[src/rtl/wdt_keyed.sv]
module wdt_keyed #(
  parameter int CW = 16,
  parameter int TAP0 = 15,
  parameter int TAP1 = 13,
  parameter int TAP2 = 9,
  parameter int TAP3 = 6,
  parameter logic [7:0] KEY = 8'h5A,
  parameter logic [7:0] SIG = 8'h69
) (
  input  logic        clk,
  input  logic        rst_n,
  input  logic        wr_en,
  input  logic [15:0] wr_data,
  output logic [15:0] rd_data,
  output logic        rst_req,
  output logic        irq
);
  localparam int HOLD_B = 7;
  localparam int MODE_B = 4;
  localparam int CLR_B  = 3;
  localparam logic [CW-1:0] ONES = {CW{1'b1}};

  logic [CW-1:0] cnt;
  logic [CW-1:0] lim;
  logic          hold_q, mode_q;
  logic [1:0]    sel_q;

  wire key_ok  = wr_data[15:8] == KEY;
  wire good_wr = wr_en && key_ok;
  wire bad_wr  = wr_en && !key_ok;

  always_comb begin
    case (sel_q)
      2'd0:    lim = ONES >> (CW - TAP0);
      2'd1:    lim = ONES >> (CW - TAP1);
      2'd2:    lim = ONES >> (CW - TAP2);
      default: lim = ONES >> (CW - TAP3);
    endcase
  end

  wire expire = !wr_en && !hold_q && (cnt >= lim);

  assign rd_data = {SIG, hold_q, 2'b00, mode_q, 2'b00, sel_q};

  always_ff @(posedge clk or negedge rst_n) begin
    if (!rst_n) begin
      cnt     <= '0;
      hold_q  <= 1'b0;
      mode_q  <= 1'b0;
      sel_q   <= 2'd0;
      rst_req <= 1'b0;
      irq     <= 1'b0;
    end else begin
      rst_req <= 1'b0;
      irq     <= 1'b0;
      if (bad_wr) begin
        rst_req <= 1'b1;
        cnt     <= '0;
        hold_q  <= 1'b0;
        mode_q  <= 1'b0;
        sel_q   <= 2'd0;
      end else if (good_wr) begin
        hold_q <= wr_data[HOLD_B];
        mode_q <= wr_data[MODE_B];
        sel_q  <= wr_data[1:0];
        if (wr_data[CLR_B]) cnt <= '0;
      end else if (expire) begin
        cnt <= '0;
        if (mode_q) begin
          irq <= 1'b1;
        end else begin
          rst_req <= 1'b1;
          hold_q  <= 1'b0;
          mode_q  <= 1'b0;
          sel_q   <= 2'd0;
        end
      end else if (!hold_q) begin
        cnt <= cnt + 1'b1;
      end
    end
  end

  assert_badkey_reset_R4: assert property (@(posedge clk) disable iff (!rst_n)
    bad_wr |=> rst_req && (rd_data[7:0] == 8'h00) && (cnt == '0));
  assert_goodkey_quiet_R3: assert property (@(posedge clk) disable iff (!rst_n)
    good_wr |=> !rst_req && !irq);
  assert_clear_zero_R5: assert property (@(posedge clk) disable iff (!rst_n)
    good_wr && wr_data[CLR_B] |=> cnt == '0);
  assert_hold_frozen_R7: assert property (@(posedge clk) disable iff (!rst_n)
    hold_q && !wr_en |=> $stable(cnt) && !rst_req && !irq);
  assert_wdog_defaults_R8: assert property (@(posedge clk) disable iff (!rst_n)
    rst_req |-> rd_data[7:0] == 8'h00);
  assert_interval_keeps_R9: assert property (@(posedge clk) disable iff (!rst_n)
    irq |-> rd_data[MODE_B] && !rst_req && cnt == '0);
  assert_write_stall_R11: assert property (@(posedge clk) disable iff (!rst_n)
    good_wr && !wr_data[CLR_B] |=> $stable(cnt));
endmodule

[config.mk]
export PLATFORM = sky130hd
export DESIGN_NAME = wdt_keyed
export DESIGN_NICKNAME = d
export VERILOG_FILES = /design/src/rtl/wdt_keyed.sv
export SDC_FILE = /design/constraint.sdc
export NUM_CORES = 1
export LEC_CHECK = 0
export ABC_AREA = 1
export BUFFER_PORTS_ARGS = -buffer_cell sky130_fd_sc_hd__clkbuf_2
export CORE_MARGIN = 1
export CORE_UTILIZATION = 54
export CTS_CLUSTER_DIAMETER = 200
export DETAILED_ROUTE_END_ITERATION = 16
export PLACE_DENSITY = 0.88
export SLEW_MARGIN = 25
export SYNTH_ARGS = -nofsm -noshare
export SYNTH_HDL_FRONTEND = slang
export SYNTH_SLANG_ARGS = --single-unit
[constraint.sdc]
create_clock -name clk -period 2.6 [get_ports clk]
set_clock_uncertainty 0.1 [all_clocks]
set_input_delay 0.78 -clock clk [delete_from_list [all_inputs] [get_ports clk]]
set_output_delay 0.78 -clock clk [all_outputs]
set_load 0.02 [all_outputs]
### Word-level counts from Yosys, hierarchy flattened

Cells that the tools add are included.

* reductions and logical operators: 11
* equal/unequal tests: 6
* multiplexer cells: 25
* $add $sub $neg: 1
* magnitude comparators: 1

Operator list (count)
* two-way mux 16 bit: 5
* case mux 15 bit (3 select lines): 1
* adder 16 x 1 -> 16 bit, second input constant: 1
* >= comparator 16 bit: 1
* two-way mux 1 bit: 15
* equality test 8 x 7 -> 1 bit, second input constant: 1
* two-way mux 2 bit: 4
* logical AND 1 bit: 4
* inequality test 4 x 1 -> 1 bit, second input constant: 1
* AND reduction 2 bit: 2
* zero test 1 bit: 3
* inequality test 3 x 1 -> 1 bit, second input constant: 1
* inequality test 3 x 2 -> 1 bit, second input constant: 1
* nonzero test 3 bit: 1
* equality test 2 x 1 -> 1 bit, second input constant: 1
* equality test 2 bit, second input constant: 1
* zero test 2 bit: 1

* logic and storage cells: 50
* register bits: 22
* output and inout bits: 18
* bits of input ports: 19

### Depth between registers and ports, before layout

* depth in word-level cells: 7
* gate-level depth with buffers: 14
* mapped depth without buffers: 14

### Worst setup path after synthesis

OpenSTA, ideal clock, no wires.

* path kind: register -> register
* start point: register sel_q[1]
* end point: register cnt[13]
* setup time: 0.071 ns
* data required time: 2.429 ns
* clock period less this slack: 1.998 ns
* setup slack: 0.602 ns
* cell stages (with the launch flop): 12
* buffers on the path: 0
* arrival time: 1.827 ns
* cell sequence: dfrtp_1 or2_2 ha_1 a21oi_1 nor2_1 nor2_1 nand3_2 nand2_2 nand2_2 nand2_2 nand2_1 nor2_1

* cells in the longest elaborated chain, start to end: 7
* elaborated cells between the ends (all ways): 11
* those cells by class: order compare (1); eq/ne (3); mux (4); reduce/logical (3)

Ends and longest elaborated chain
* from (decl): line 26 `logic [1:0] sel_q;`
* from (signal assigned): line 65 `sel_q <= wr_data[1:0];`
* equality test 2 bit (tied with other cells): line 33 `case (sel_q)`
* case mux 15 bit (3 select lines) (*): line 33
* >= comparator 16 bit (*): line 41 `wire expire = !wr_en && !hold_q && (cnt >= lim);`
* logical AND 1 bit (*): line 41
* two-way mux 16 bit: line 67 `end else if (expire) begin`
* two-way mux 16 bit: line 62 `end else if (good_wr) begin`
* two-way mux 16 bit: line 56 `if (bad_wr) begin`
* to (signal assigned): line 78 `cnt <= cnt + 1'b1;`
* to (decl): line 23 `logic [CW-1:0] cnt;`

Every way passes the cells marked *; elsewhere a longest branch is shown, timed or not.
A chain may end at the register's enable or synchronous reset.

### Final worst setup path

* start point: register sel_q[1]
* end point: register cnt[5]

The elaborated chain is that of the path after synthesis.

==> metrics.md <==
| Metric | Value |
|---|---|
| Unique masters post-synth | 33 |
| Worst Tran Pin Value | 0.526 ns |
| Placer congestion estimate | 0.844 |
| Slew margin rel. | 64.9% |
| Post-Place Cell Area | 0.00171 sq mm |
| NumNets Final | 275 |
| Row count | 19 |
| Post-CTS Resized | 0 |
| R2R setup slack | 0.27 ns |
| Crit Path Category | flip-flop to flip-flop |
| Register area share after synthesis | 33.6% |
| Netlist Area Pre-Place | 0.00164 sq mm |
| Req. time, crit path | 2.75 ns |
| Die H | 57.1 um |
| Hold buffer count at cts | 0 |
| Die ar. | 0.00326 sq mm |
| WHS | 0.315 ns |
| M1 WL | 1340 um |
| Tightest Hold Check Type | primary input to async pin |
| Number of synthesized flops with an enable pin | 0 |
| Global-route wire length before repair | 5710 um |
| Final Hold Fails | 0 |
| CTS tree | done |
| Setup bufs post-CTS | 0 |
| Drt via density | 5.29 |
| Fmax | 429 MHz |
| Worst VDD drop | 0.234 mV |
| Total wire length | 3410 um |
| Gr ovfl total | 0 |
| Clock Latency Late Sink | 0.31 ns |
| Syn_area_per_cell | 7.29 sq um |
| Final period util | 89.8% |
| Initial Util | 58.5% |
| Top Metal Used | met4 |
| Max-slew violations | 0 |
| Synth area leader | dfrtp_1 |
| Post-synth ARST share | 100% |
| Synth Instances | 225 |
| CTS root buffer | clkbuf_4 |
| Status | complete, but fails checks |
| FF-to-FF Start | sel_q[1] |
| IO Port Bufs | 21 |
| Metal2 WL | 1770 um |
| # diodes | 0 |
| Arr. time, crit path | 2.48 ns |
| Hpwl dp | 2670 um |
| Final setup violation count | 0 |
| Final critical delay including setup and external delays | 2.33 ns |
| Failing checks | DRC |
| H-Tree Depth | 1 |
| Ys flop type | dfrtp_1 |
| # IOs | 37 |
| Layout cells sized above 1 | 18.0% |
| Yosys warning total | 0 |
| Clock transition at path regs | 0.13 ns |
| Vias in the first global route | 1,306 |
| Final non-filler cell area | 0.00175 sq mm |
| Leak | 0.989 nW |
| Vias | 1,459 |
| Num CTS Buffers | 3 |
| Post-route ant nets | 0 |
| Reg2reg path depth | 11 |
| Most common cell after layout, fill and taps aside | nand2_1 |
| Met3 wire len | 227 um |
| Clock sinks | 22 |
| Post-synth top area share | 33.6% |
| Drt initial violations | 56 |
| Chip Width | 57.1 um |
| Unrepaired setup endpoints after global routing | no |
| Total track usage | 23.1% |
| Crit Path Max Fanout | 8 |
| DRC | 3 |
| Crit path capture type | flip-flop |
| Type of origin of the critical path | flip-flop |
| Pin count of the biggest net entering global routing | 23 |
| P&R area growth vs syn | 6.64% |
| Most frequent cells in the layout | nand2_1, nor2_1, inv_1 |
| PwrDens | 348 mW/mm^2 |
| Initial antenna violation count | 0 |
| Top cells by area, synth | dfrtp_1, nand2_1, ha_1 |
| Fillers | 248 |
| Setup TNS | 0 ns |
| Pre-CTS WS | 0.330 ns |
| Core area | 0.00281 sq mm |
| Clock buffer depth | 2 |
| Final worst slack | 0.266 ns |
| Pre-antenna DRT Iters | 10 |
| Seq cells post-synth | 22 |
| DR WL/cell | 12.3 um |
| Reg-to-Reg End | cnt[5] |
| Max cap viols | 0 |
stage by stage:
step | cells | util [%] | total power, W
after floorplan | 235 | - | 0.000409
after global placement | 272 | 61.1 | 0.000420
after detailed placement | 272 | 61.1 | 0.000422
after CTS | 276 | 62.4 | 0.000608
after global routing | 276 | 62.4 | 0.000626
final | 276 | 62.4 | 0.000608
cells by family after synthesis:
| logic type | synth area share [%] |
|---|---|
| XOR/XNOR | 1.07 |
| adder cells (fa/ha/maj) | 7.63 |
| buffers and inverters | 13.9 |
| flip-flops | 33.6 |
| AND/OR/NAND/NOR | 37.3 |
| other | 0.458 |
| AO/OA/AOI/OAI | 6.10 |
report_power, final:
part / switching, W / internal, W / total (W) / leakage [nW]
combinational: 0.0000458 / 0.0000186 / 0.0000644 / 0.665
clock: 0.000107 / 0.0000856 / 0.000193 / 0.0210
sequential: 0.00000392 / 0.000347 / 0.000351 / 0.303
worst max-delay path, stage by stage (launching register included):
cell     delay [ns]
dfrtp_1        0.50
or2_2          0.35
ha_1           0.31
a21oi_1        0.14
nor2_1         0.05
nor2_1         0.11
nand3_2        0.11
nand2_2        0.16
nand2_2        0.11
nand2_2        0.14
nand2_1        0.08
nor2_1         0.10
flip-flops by register name (all words and copies together), names as in the netlist:
signal and flops:
rst_req 1, cnt 16, hold_q 1, mode_q 1
irq 1, sel_q 2
worst max path at each step:
stage	start	endpoint	slack, ns	cells after the start
3_3_place_gp	sel_q[1]	cnt[10]	0.40	11
3_5_place_dp	sel_q[1]	cnt[10]	0.33	11
2_1_floorplan	sel_q[1]	cnt[13]	0.60	11
5_1_grt	sel_q[1]	cnt[10]	0.17	11
4_1_cts	sel_q[1]	cnt[10]	0.29	11
6_report	sel_q[1]	cnt[5]	0.27	11
final cells by class:
| cell class | instances | area [sq um] | share of cell area [%] |
|---|---|---|---|
| timing repair buffer | 21 | 105 | 6.01 |
| multi-input combinational | 167 | 900 | 51.4 |
| clock buffer | 4 | 36.3 | 2.07 |
| tap | 31 | 38.8 | 2.22 |
| inverter | 31 | 119 | 6.80 |
| sequential | 22 | 551 | 31.5 |
cell usage after synthesis (2+ instances only):
cell type,n
conb_1,2
o22ai_1,2
inv_1,28
ha_1,10
nor3_1,3
nor2_1,33
nor2_4,2
nand2_1,54
xor2_1,2
dfrtp_1,22
buf_4,14
o21ai_1,5
nand3_1,13
nor2_2,2
inv_2,2
nand4_1,7
nand2_2,3
o21ai_0,3
a21oi_1,4
routing by layer:
layer	GRT usage (%)	vias to the layer above
li1	-	727
met1	28.2	654
met2	41.3	70
met3	2.27	8
met4	10.5	0
met5	0	-
No activity file was read; power rests on OpenSTA's default activity.
